[src/rtl/timer_pkg.sv]
// Shared register selects and control/status bit positions for the dual compare timer.
package timer_pkg;
    localparam int ADDR_W = 3;

    typedef enum logic [ADDR_W-1:0] {
        SEL_CTRL   = 3'd0,
        SEL_PSC    = 3'd1,
        SEL_RELOAD = 3'd2,
        SEL_DELAY  = 3'd3,
        SEL_CMP2   = 3'd4,
        SEL_STEP   = 3'd5,
        SEL_STATUS = 3'd6,
        SEL_COUNT  = 3'd7
    } reg_sel_e;

    localparam int CTRL_RUN  = 0;
    localparam int CTRL_TEN  = 1;
    localparam int CTRL_INIT = 2;

    localparam int ST_OS    = 0;
    localparam int ST_TG    = 1;
    localparam int ST_ARMED = 2;
endpackage

[src/rtl/tmr_mod_add.sv]
// Modulo adder: sum = (a + b) mod (lim + 1).
// Assumes a <= lim and b <= lim, so that one subtraction is enough.
module tmr_mod_add #(
    parameter int W = 16
) (
    input  logic [W-1:0] a,
    input  logic [W-1:0] b,
    input  logic [W-1:0] lim,
    output logic [W-1:0] sum
);
    logic [W:0] raw;
    logic [W:0] span;

    // Widened add, then fold back once past the period.
    always_comb begin
        raw  = {1'b0, a} + {1'b0, b};
        span = {1'b0, lim} + {{W{1'b0}}, 1'b1};
        if (raw >= span) begin
            sum = W'(raw - span);
        end else begin
            sum = raw[W-1:0];
        end
    end
endmodule

[src/rtl/tmr_prescaler.sv]
// Prescaler: a down counter that reloads from psc and yields one tick per (psc+1) clocks.
// Assumes a tick is wanted at once when run rises from reset (the down counter starts at 0).
module tmr_prescaler #(
    parameter int W = 16
) (
    input  logic         clk,
    input  logic         rst_n,
    input  logic         run,
    input  logic [W-1:0] psc,
    output logic         tick
);
    logic [W-1:0] pcnt;

    assign tick = run && (pcnt == '0);

    // Count down while running and reload on each tick.
    always_ff @(posedge clk) begin
        if (!rst_n) begin
            pcnt <= '0;
        end else if (run) begin
            if (pcnt == '0) begin
                pcnt <= psc;
            end else begin
                pcnt <= pcnt - 1'b1;
            end
        end
    end

    AST_PSC_GAP: assert property (@(posedge clk) disable iff (!rst_n)
        (tick && psc != '0) |=> !tick);
endmodule

[src/rtl/tmr_counter.sv]
// Shared up counter: advances on tick and wraps to 0 at or above the wrap value.
// cnt_nxt is the value the counter takes on the next tick; the channels compare against it.
module tmr_counter #(
    parameter int W = 16
) (
    input  logic         clk,
    input  logic         rst_n,
    input  logic         tick,
    input  logic [W-1:0] reload,
    output logic [W-1:0] cnt,
    output logic [W-1:0] cnt_nxt
);
    // Next value with wrap.
    always_comb begin
        cnt_nxt = (cnt >= reload) ? '0 : cnt + 1'b1;
    end

    // Take the next value on each tick.
    always_ff @(posedge clk) begin
        if (!rst_n) begin
            cnt <= '0;
        end else if (tick) begin
            cnt <= cnt_nxt;
        end
    end

    AST_CNT_HOLD: assert property (@(posedge clk) disable iff (!rst_n)
        !tick |=> $stable(cnt));
    AST_CNT_STEP: assert property (@(posedge clk) disable iff (!rst_n)
        (tick && cnt < reload) |=> cnt == W'($past(cnt) + 1'b1));
    AST_CNT_WRAP: assert property (@(posedge clk) disable iff (!rst_n)
        (tick && cnt >= reload) |=> cnt == '0);
endmodule

[src/rtl/tmr_oneshot.sv]
// One-shot channel: a delay write arms it at (live count + delay) mod (reload+1).
// It fires once, when the counter takes that value, and then disarms.
// Assumes delay <= reload.
module tmr_oneshot #(
    parameter int W = 16
) (
    input  logic         clk,
    input  logic         rst_n,
    input  logic         tick,
    input  logic [W-1:0] cnt,
    input  logic [W-1:0] cnt_nxt,
    input  logic [W-1:0] reload,
    input  logic         arm_wr,
    input  logic [W-1:0] delay,
    output logic [W-1:0] cmp,
    output logic         armed,
    output logic         evt
);
    logic [W-1:0] target;
    logic         hit;

    tmr_mod_add #(.W(W)) u_target (
        .a   (cnt),
        .b   (delay),
        .lim (reload),
        .sum (target)
    );

    assign hit = tick && armed && (cnt_nxt == cmp);

    // Arm on a delay write, disarm on the match, and pulse the event.
    always_ff @(posedge clk) begin
        if (!rst_n) begin
            cmp   <= '0;
            armed <= 1'b0;
            evt   <= 1'b0;
        end else begin
            evt <= hit;
            if (arm_wr) begin
                cmp   <= target;
                armed <= 1'b1;
            end else if (hit) begin
                armed <= 1'b0;
            end
        end
    end

    AST_OS_DISARM: assert property (@(posedge clk) disable iff (!rst_n)
        (hit && !arm_wr) |=> (!armed && evt));
    AST_OS_AT_TARGET: assert property (@(posedge clk) disable iff (!rst_n)
        evt |-> cnt == $past(cmp));
endmodule

[src/rtl/tmr_toggle.sv]
// Toggle channel: on each match it inverts the pin and adds the step to its compare value.
// While disabled, the pin follows the initial level. Assumes step <= reload.
module tmr_toggle #(
    parameter int W = 16
) (
    input  logic         clk,
    input  logic         rst_n,
    input  logic         tick,
    input  logic [W-1:0] cnt,
    input  logic [W-1:0] cnt_nxt,
    input  logic [W-1:0] reload,
    input  logic         en,
    input  logic         init_lvl,
    input  logic         cmp_wr,
    input  logic [W-1:0] cmp_wdata,
    input  logic [W-1:0] step,
    output logic [W-1:0] cmp,
    output logic         pin,
    output logic         evt
);
    logic [W-1:0] advanced;
    logic         hit;

    tmr_mod_add #(.W(W)) u_adv (
        .a   (cmp),
        .b   (step),
        .lim (reload),
        .sum (advanced)
    );

    assign hit = tick && en && (cnt_nxt == cmp);

    // Update the compare value, drive the pin level and pulse the event.
    always_ff @(posedge clk) begin
        if (!rst_n) begin
            cmp <= '0;
            pin <= 1'b0;
            evt <= 1'b0;
        end else begin
            evt <= hit;
            if (cmp_wr) begin
                cmp <= cmp_wdata;
            end else if (hit) begin
                cmp <= advanced;
            end
            if (!en) begin
                pin <= init_lvl;
            end else if (hit) begin
                pin <= ~pin;
            end
        end
    end

    AST_TG_FLIP: assert property (@(posedge clk) disable iff (!rst_n)
        evt |-> pin != $past(pin));
    AST_TG_AT_MATCH: assert property (@(posedge clk) disable iff (!rst_n)
        evt |-> cnt == $past(cmp));
    AST_TG_IDLE_LEVEL: assert property (@(posedge clk) disable iff (!rst_n)
        !en |=> pin == $past(init_lvl));
endmodule

[src/rtl/dual_cmp_timer.sv]
// Dual compare timer top: register file, sticky flags and read mux around a shared
// prescaled counter, a one-shot channel and a self-rearming toggle channel.
// Assumes CNT_W >= 3 and software keeps the delay and step at or below the wrap value.
module dual_cmp_timer
    import timer_pkg::*;
#(
    parameter int CNT_W = 16
) (
    input  logic              clk,
    input  logic              rst_n,
    input  logic              wr_en,
    input  logic [ADDR_W-1:0] addr,
    input  logic [CNT_W-1:0]  wr_data,
    output logic [CNT_W-1:0]  rd_data,
    output logic              os_evt,
    output logic              tg_evt,
    output logic              tg_pin
);
    localparam int PAD_W = CNT_W - 3;

    logic [2:0]       ctrl_q;
    logic [CNT_W-1:0] psc_q;
    logic [CNT_W-1:0] reload_q;
    logic [CNT_W-1:0] step_q;
    logic             flag_os;
    logic             flag_tg;

    logic             tick;
    logic [CNT_W-1:0] cnt;
    logic [CNT_W-1:0] cnt_nxt;
    logic [CNT_W-1:0] os_cmp;
    logic [CNT_W-1:0] tg_cmp;
    logic             os_armed;

    logic             wr_ctrl;
    logic             wr_psc;
    logic             wr_reload;
    logic             wr_delay;
    logic             wr_cmp2;
    logic             wr_step;
    logic             wr_status;
    logic             unused_wr_bits;

    assign wr_ctrl   = wr_en && (addr == SEL_CTRL);
    assign wr_psc    = wr_en && (addr == SEL_PSC);
    assign wr_reload = wr_en && (addr == SEL_RELOAD);
    assign wr_delay  = wr_en && (addr == SEL_DELAY);
    assign wr_cmp2   = wr_en && (addr == SEL_CMP2);
    assign wr_step   = wr_en && (addr == SEL_STEP);
    assign wr_status = wr_en && (addr == SEL_STATUS);
    assign unused_wr_bits = ^wr_data[CNT_W-1:3];

    // Holding registers for the control, prescaler, wrap and step fields.
    always_ff @(posedge clk) begin
        if (!rst_n) begin
            ctrl_q   <= '0;
            psc_q    <= '0;
            reload_q <= '1;
            step_q   <= '0;
        end else begin
            if (wr_ctrl)   ctrl_q   <= wr_data[2:0];
            if (wr_psc)    psc_q    <= wr_data;
            if (wr_reload) reload_q <= wr_data;
            if (wr_step)   step_q   <= wr_data;
        end
    end

    // Sticky event flags: set by events, cleared by writing 1; a set wins over a clear.
    always_ff @(posedge clk) begin
        if (!rst_n) begin
            flag_os <= 1'b0;
            flag_tg <= 1'b0;
        end else begin
            if (os_evt) begin
                flag_os <= 1'b1;
            end else if (wr_status && wr_data[ST_OS]) begin
                flag_os <= 1'b0;
            end
            if (tg_evt) begin
                flag_tg <= 1'b1;
            end else if (wr_status && wr_data[ST_TG]) begin
                flag_tg <= 1'b0;
            end
        end
    end

    // Read mux over the register selects.
    always_comb begin
        case (reg_sel_e'(addr))
            SEL_CTRL:   rd_data = {{PAD_W{1'b0}}, ctrl_q};
            SEL_PSC:    rd_data = psc_q;
            SEL_RELOAD: rd_data = reload_q;
            SEL_DELAY:  rd_data = os_cmp;
            SEL_CMP2:   rd_data = tg_cmp;
            SEL_STEP:   rd_data = step_q;
            SEL_STATUS: rd_data = {{PAD_W{1'b0}}, os_armed, flag_tg, flag_os};
            default:    rd_data = cnt;
        endcase
    end

    tmr_prescaler #(.W(CNT_W)) u_psc (
        .clk   (clk),
        .rst_n (rst_n),
        .run   (ctrl_q[CTRL_RUN]),
        .psc   (psc_q),
        .tick  (tick)
    );

    tmr_counter #(.W(CNT_W)) u_cnt (
        .clk     (clk),
        .rst_n   (rst_n),
        .tick    (tick),
        .reload  (reload_q),
        .cnt     (cnt),
        .cnt_nxt (cnt_nxt)
    );

    tmr_oneshot #(.W(CNT_W)) u_os (
        .clk     (clk),
        .rst_n   (rst_n),
        .tick    (tick),
        .cnt     (cnt),
        .cnt_nxt (cnt_nxt),
        .reload  (reload_q),
        .arm_wr  (wr_delay),
        .delay   (wr_data),
        .cmp     (os_cmp),
        .armed   (os_armed),
        .evt     (os_evt)
    );

    tmr_toggle #(.W(CNT_W)) u_tg (
        .clk       (clk),
        .rst_n     (rst_n),
        .tick      (tick),
        .cnt       (cnt),
        .cnt_nxt   (cnt_nxt),
        .reload    (reload_q),
        .en        (ctrl_q[CTRL_TEN]),
        .init_lvl  (ctrl_q[CTRL_INIT]),
        .cmp_wr    (wr_cmp2),
        .cmp_wdata (wr_data),
        .step      (step_q),
        .cmp       (tg_cmp),
        .pin       (tg_pin),
        .evt       (tg_evt)
    );

    AST_OS_FLAG_SET: assert property (@(posedge clk) disable iff (!rst_n)
        os_evt |=> flag_os);
    AST_TG_FLAG_SET: assert property (@(posedge clk) disable iff (!rst_n)
        tg_evt |=> flag_tg);
    AST_FLAG_STICKY: assert property (@(posedge clk) disable iff (!rst_n)
        (flag_os && !(wr_status && wr_data[ST_OS])) |=> flag_os);
endmodule

[config.mk]
export PLATFORM = sky130hd
export DESIGN_NAME = dual_cmp_timer
export DESIGN_NICKNAME = d
export VERILOG_FILES = /design/src/rtl/timer_pkg.sv /design/src/rtl/tmr_mod_add.sv /design/src/rtl/tmr_prescaler.sv /design/src/rtl/tmr_counter.sv /design/src/rtl/tmr_oneshot.sv /design/src/rtl/tmr_toggle.sv /design/src/rtl/dual_cmp_timer.sv
export SDC_FILE = /design/constraint.sdc
export NUM_CORES = 1
export LEC_CHECK = 0
export BUFFER_PORTS_ARGS = -buffer_cell sky130_fd_sc_hd__buf_4
export CORE_MARGIN = 2
export CORE_UTILIZATION = 40
export CTS_BUF_LIST = sky130_fd_sc_hd__clkbuf_2 sky130_fd_sc_hd__clkbuf_4 sky130_fd_sc_hd__clkbuf_8
export DETAILED_ROUTE_END_ITERATION = 8
export GPL_TIMING_DRIVEN = 1
export PLACE_DENSITY_LB_ADDON = 0.2
export SLEW_MARGIN = 20
export SYNTH_ARGS = -nofsm -noshare
export SYNTH_HDL_FRONTEND = slang
export SYNTH_SLANG_ARGS = --single-unit
[constraint.sdc]
create_clock -name clk -period 10.65 [get_ports clk]
set_input_delay 0.5325 -clock clk [delete_from_list [all_inputs] [get_ports clk]]
set_output_delay 0.5325 -clock clk [all_outputs]
set_load 0.02 [all_outputs]
======== Word-level counts from Yosys, hierarchy flattened ========
Cells that the tools add are included.
operators by class
  add/sub/neg operators ................... 7
  muxes and demuxes ....................... 15
  $lt $le $gt $ge ......................... 3
  reduce and logical (&&, ||, !) cells .... 20
  bitwise gates (word level) .............. 1
  equality and inequality tests ........... 9
operator list
  kind                                                    number
  one-hot mux 16 bit (7 select lines)                     1
  2-to-1 mux 16 bit                                       6
  adder 16 x 16 -> 17 bit                                 2
  greater-or-equal comparator 17 bit                      2
  equality test 16 bit                                    2
  subtractor 16 bit                                       2
  adder 16 x 1 -> 17 bit (second input constant)          1
  adder 16 x 1 -> 16 bit (second input constant)          1
  greater-or-equal comparator 16 bit                      1
  zero test 16 bit                                        1
  subtractor 16 x 1 -> 16 bit (second input constant)     1
  logical AND 1 bit                                       14
  equality test 3 bit (second input constant)             3
  2-to-1 mux 1 bit                                        8
  nonzero test 2 bit                                      4
  equality test 3 x 2 -> 1 bit (second input constant)    2
  equality test 3 x 1 -> 1 bit (second input constant)    1
  zero test 3 bit                                         1
  inequality test 2 x 1 -> 1 bit (second input constant)  1
  NOT 1 bit                                               1
storage, ports and cells
  input port bits ......................... 22
  output and inout port bits .............. 19
  flip-flop bits (word level) ............. 121
  logic and storage cells ................. 69

======== Depth between registers and ports, before layout ========
  depth after elaboration ................. 6
  depth in mapped cells ................... 20
  mapped depth without buffers ............ 18

======== Cells and area by module ========
Synthesis repeated with hierarchy kept, for this count alone.
unflattened totals
  cells, all modules ...................... 1,511
  area, all modules ....................... 12,301.8 um^2
modules (own cells, without submodules)
  module          cells each  times used  area each (um^2)
  tmr_mod_add     296         2           2,175.8
  dual_cmp_timer  372         1           3,143.0
  tmr_counter     230         1           1,815.5
  tmr_toggle      107         1           1,159.9
  tmr_prescaler   128         1           1,011.0
  tmr_oneshot     82          1           820.8

======== Worst setup path before layout ========
No wires, ideal clock.
  path kind ............................... input-to-reg
  start point ............................. input port wr_data[0]
  end point ............................... register u_os.cmp[13]
  required time ........................... 10,534 ps
  setup slack ............................. 5,913 ps
  buffers on the path ..................... 1
  stages on the path ...................... 19
  setup time .............................. 116 ps
  data arrival time ....................... 4,621 ps
  cells stage by stage .................... ha_1 > fa_1 > a21o_1 > a21oi_1 > o21ai_0 > a31o_2 > a21oi_1 > xnor2_1 > ha_1 > and3_1 > and3_1 > o21a_1 > o31a_1 > o41a_1 > o221ai_1 > clkbuf_1 > o21ai_0 > a21oi_1 > nor2_1
on the way
  cells in the longest elaborated chain, start to end .. 3
ends and longest elaborated chain
  item                                                                            RTL line                              source
  start, declared                                                                 dual_cmp_timer.sv:13                  input logic [CNT_W-1:0] wr_data,
  adder 16 x 16 -> 17 bit *                                                       tmr_mod_add.sv:16                     raw = {1'b0, a} + {1'b0, b};
  subtractor 16 bit / greater-or-equal comparator 17 bit (equally long branches)  tmr_mod_add.sv:19, tmr_mod_add.sv:18
  2-to-1 mux 16 bit *                                                             tmr_mod_add.sv:18                     if (raw >= span) begin
  end signal, assigned                                                            tmr_oneshot.sv:40                     cmp <= target;
  end, declared                                                                   tmr_oneshot.sv:15                     output logic [W-1:0] cmp,
Every way passes the cells marked *; elsewhere a longest branch is shown, timed or not.
A chain may end at the register's enable or synchronous reset.

======== Final worst setup path ========
  start point ............................. register u_tg.cmp[0]
  end point ............................... register u_tg.cmp[14]
on the way
  cells in the longest elaborated chain, start to end .. 5
ends and longest elaborated chain
  item                                                                            RTL line                              source
  start, declared                                                                 tmr_toggle.sv:17                      output logic [W-1:0] cmp,
  start signal, assigned                                                          tmr_toggle.sv:42                      cmp <= cmp_wdata;
  start signal, assigned                                                          tmr_toggle.sv:44                      cmp <= advanced;
  adder 16 x 16 -> 17 bit                                                         tmr_mod_add.sv:16
  subtractor 16 bit / greater-or-equal comparator 17 bit (equally long branches)  tmr_mod_add.sv:19, tmr_mod_add.sv:18
  2-to-1 mux 16 bit                                                               tmr_mod_add.sv:18
  2-to-1 mux 16 bit                                                               tmr_toggle.sv:43                      end else if (hit) begin
  2-to-1 mux 16 bit                                                               tmr_toggle.sv:41                      if (cmp_wr) begin
Several ways; a longest one is shown, not always the timed one. The select of a mux whose other input is x is not followed.

==> results.py <==
metrics = {
    "clock_network": {
        "post_cts_resize_count": 0,
        "clock_insertion_delay_worst_skew_ps": 490,
        "cts_tree": "built",
        "cts_setup_buffers": 0,
        "cts_hold_repair.buffers": 0,
        "root_buffer": "sky130_fd_sc_hd__clkbuf_8",
        "cts.clk_slew.worst_paths_ps": 100,
        "htreeDepth": 4,
        "clock_sink_count": 121,
        "tritoncts.num_buffers": 17,
        "cts-root-to-sink-buffers": 2,
    },
    "setup_path": {
        "series_of_cell_instances_along_the_critical_path": "ha_1, fa_1, a211oi_1, o21ai_0, a21oi_1, nor3_1, o41a_1, a31o_2, a21o_1, a21o_1, ha_1, nand4_1, o21ai_2, mux2_2, o311ai_1",
        "critical_path.startpoint_type": "flop",
        "critPathMaxFanout": 19,
        "worstRegToRegCells": 15,
        "cp_top_family": "compound AO/OA/AOI/OAI gates",
        "worst_setup_path_end_kind": "flop",
        "setup.worst_path.end": "u_tg.cmp[14]",
        "max_stage_delay_ps": 860,
        "cp.depth": 15,
        "r2r_setup_slack_ps": 5740,
        "startpoint": "u_tg.cmp[0]",
        "crit_type": "flop to flop",
        "critical_path.slowest_cell": "sky130_fd_sc_hd__o21ai_2",
        "worst-endpoint-required_ps": 11050,
        "critical_path.n_buffers_inverters": 0,
        "worst_r2r_endpoint": "u_tg.cmp[14]",
        "timing.critical_path.arrival_ps": 5310,
        "reg2reg_from": "u_tg.cmp[0]",
    },
    "die": {
        "die-width_um": 166,
        "floorplan.core_area_mm2": 0.0259,
        "rows": 59,
        "floorplan.initialDensity": 0.404,
        "die_area_mm2": 0.0275,
        "fp.dieH_um": 166,
        "ioPinCount": 41,
    },
    "power": {
        "fin_total_pwr_w": 0.00133,
        "power-per-cell-area_mw_per_mm2": 117,
        "worst_ir_drop_vdd_v": 0.0000619,
        "power_leakage_nw": 4.48,
    },
    "timing": {
        "maxClockFrequency_ghz": 0.203,
        "worst-slew-pin-transition_ps": 1070,
        "timing.hold.ws_ps": 319,
        "fin_tns_setup_ps": 0,
        "finalSetupViolations": 0,
        "post_layout_minimum_cycle_time_ps": 4910,
        "final_cycle_share": 0.461,
        "slew_viol_final": 0,
        "slew-limit-headroom": 0.285,
        "final_hold_viol_count": 0,
        "grt_setup_unrepaired": "false",
        "finalClockSkew_ps": 26.8,
    },
    "drt": {
        "count_of_vias_placed_by_the_detailed_router": 10998,
        "drcViolationCount": 0,
        "ant_nets": 0,
        "vias_per_cell": 6.35,
        "drt_iter0_drc": 1129,
        "route.final.wire_length_um": 40200,
        "drt-pass1-iter-count": 8,
        "drt-wirelength-per-cell_um": 23.2,
    },
    "finish": {
        "layout.cells.most_common": "sky130_fd_sc_hd__nand2_1",
        "area.sequential_mm2": 0.00242,
        "net_count_of_the_finished_layout": 1495,
        "post-route-cell-area_mm2": 0.0114,
        "finalNonFillerCells": 1732,
        "footprint_of_the_multi_input_gates_mm2": 0.00757,
        "layout.cells.most_common_list": "166 x sky130_fd_sc_hd__nand2_1, 129 x sky130_fd_sc_hd__a21oi_1, 121 x sky130_fd_sc_hd__dfxtp_1, 103 x sky130_fd_sc_hd__o21ai_0, 97 x sky130_fd_sc_hd__nor2_1",
        "drive_above_1_share": 0.0852,
        "layout-area-overhead-vs-synth_pct": 8.61,
        "fillCellCount": 2689,
    },
    "grt": {
        "overflow": 0,
        "grt_start_max_net_pins": 66,
        "grt_antenna_before_repair": 1,
        "globalRouteTotalUtil": 0.287,
        "wire_length_of_the_first_global_routing_pass_um": 60900,
        "vias_in_the_first_global_route": 10124,
    },
    "place": {
        "post_detailed_placement_half_perimeter_wirelength_um": 30400,
        "gp_congestion": 1.01,
        "port-buffer-count": 40,
        "placed_cells": 1699,
        "postPlaceCellArea_mm2": 0.0110,
    },
    "synth": {
        "postSynthRegisterBits": 121,
        "synth.yosys.warnings": 0,
        "post_synth.cell_area_avg_um2": 7.54,
        "syn-instance-count": 1388,
        "edff_count_synth": 0,
        "synth_area_leaders": "sky130_fd_sc_hd__dfxtp_1 23%, sky130_fd_sc_hd__ha_1 10%, sky130_fd_sc_hd__a21oi_1 6.2%",
        "synthDistinctLibCells": 75,
        "mappedNetlistNets": 1500,
        "synth_largest_type_area_fraction": 0.231,
        "synth_largest_area_cell": "sky130_fd_sc_hd__dfxtp_1",
        "share_of_synthesized_registers_carrying_an_async_set_or_reset": 0,
        "syn_area_mm2": 0.0105,
        "synth.yosys.seq_area_share": 0.231,
        "synth_flop_cell": "sky130_fd_sc_hd__dfxtp_1",
    },
    "run": {
        "maxCapViolations": 0,
    },
    "hold_path": {
        "min-delay-path-class": "input port to flop",
        "min_delay_path_depth": 3,
    },
    "status": {
        "run_status": "finished, final reports clean",
    },
}
stage by stage:
stage,utilization,setup slack [ps]
2_1_floorplan,-,5910
3_3_place_gp,0.424,5750
3_5_place_dp,0.424,5670
4_1_cts,0.439,5730
5_1_grt,0.439,5320
6_report,0.439,5740
worst min path at each step:
stage / end / slack [ps] / from
after global placement: flag_tg / 460 / u_tg.evt
after floorplan: u_psc.pcnt[6] / 440 / psc_q[6]
after detailed placement: flag_tg / 470 / u_tg.evt
after CTS: step_q[14] / 320 / wr_data[14]
after global routing: step_q[15] / 320 / wr_data[15]
final: step_q[13] / 320 / wr_data[13]
synth_stat cells (all sizes together), types with 8 or more instances:
| cell | count |
|---|---|
| nand3 | 46 |
| nor3 | 46 |
| a22o | 20 |
| o311ai | 14 |
| mux2i | 28 |
| a22oi | 26 |
| a31oi | 16 |
| o211ai | 22 |
| a211oi | 20 |
| xor2 | 21 |
| and3 | 13 |
| nor2b | 13 |
| clkbuf | 66 |
| nand4 | 25 |
| xnor2 | 64 |
| o21ai | 104 |
| o21a | 13 |
| buf | 10 |
| a21oi | 129 |
| a21o | 21 |
| nor4 | 13 |
| dfxtp | 121 |
| ha | 86 |
| nand2 | 167 |
| inv | 50 |
| or2 | 8 |
| nor2 | 97 |
| nand2b | 13 |
logic make-up (layout without fill, tap and decap cells):
| kind of cell | after synthesis | in the layout | synth area share |
|---|---|---|---|
| DFF | 121 | 121 | 0.231 |
| muxes | 38 | 38 | 0.0408 |
| buffers and inverters | 126 | 134 | 0.0465 |
| and+or+nand+nor | 478 | 478 | 0.220 |
| xor gates and xnor gates | 88 | 88 | 0.0776 |
| AOI/OAI and AO/OA | 447 | 447 | 0.273 |
| other | 0 | 1 | 0 |
| adders and majority gates | 90 | 90 | 0.110 |
worst reg2reg max path: cells and delay by family (launching register included):
kind	cells	cell delay (ps)
DFF	1	380
AOI/OAI and AO/OA	9	2820
adders and majority gates	3	970
and+or+nand+nor	2	260
muxes	1	420
where the power goes:
group	switching [W]	total [W]	internal, W
Clock	0.000241	0.000416	0.000176
Combinational	0.000273	0.000437	0.000164
Sequential	0.0000184	0.000481	0.000463
layer usage:
layer / global-route usage / share of wire
met2: 0.439 / 0.43
met3: 0.0634 / 0.094
met4: 0.150 / 0.055
met1: 0.378 / 0.42
met5: 0 / 0
layout make-up:
type / count / area share
antenna: 1 / 0.000220
clock buffer: 18 / 0.0218
clock inverter: 14 / 0.0110
inverter: 50 / 0.0165
multi-input combinational: 1141 / 0.666
sequential: 121 / 0.213
tap: 335 / 0.0369
timing repair buffer: 52 / 0.0343
flip-flops by register name, indices dropped and copies added (netlist names):
name and count:
u_os.armed 1, flag_tg 1, ctrl_q 3, reload_q 16, u_psc.pcnt 16, u_tg.evt 1
u_tg.cmp 16, u_tg.pin 1, u_os.cmp 16, u_cnt.cnt 16, psc_q 16, u_os.evt 1
flag_os 1, step_q 16
(Power assumes the default switching activity.)
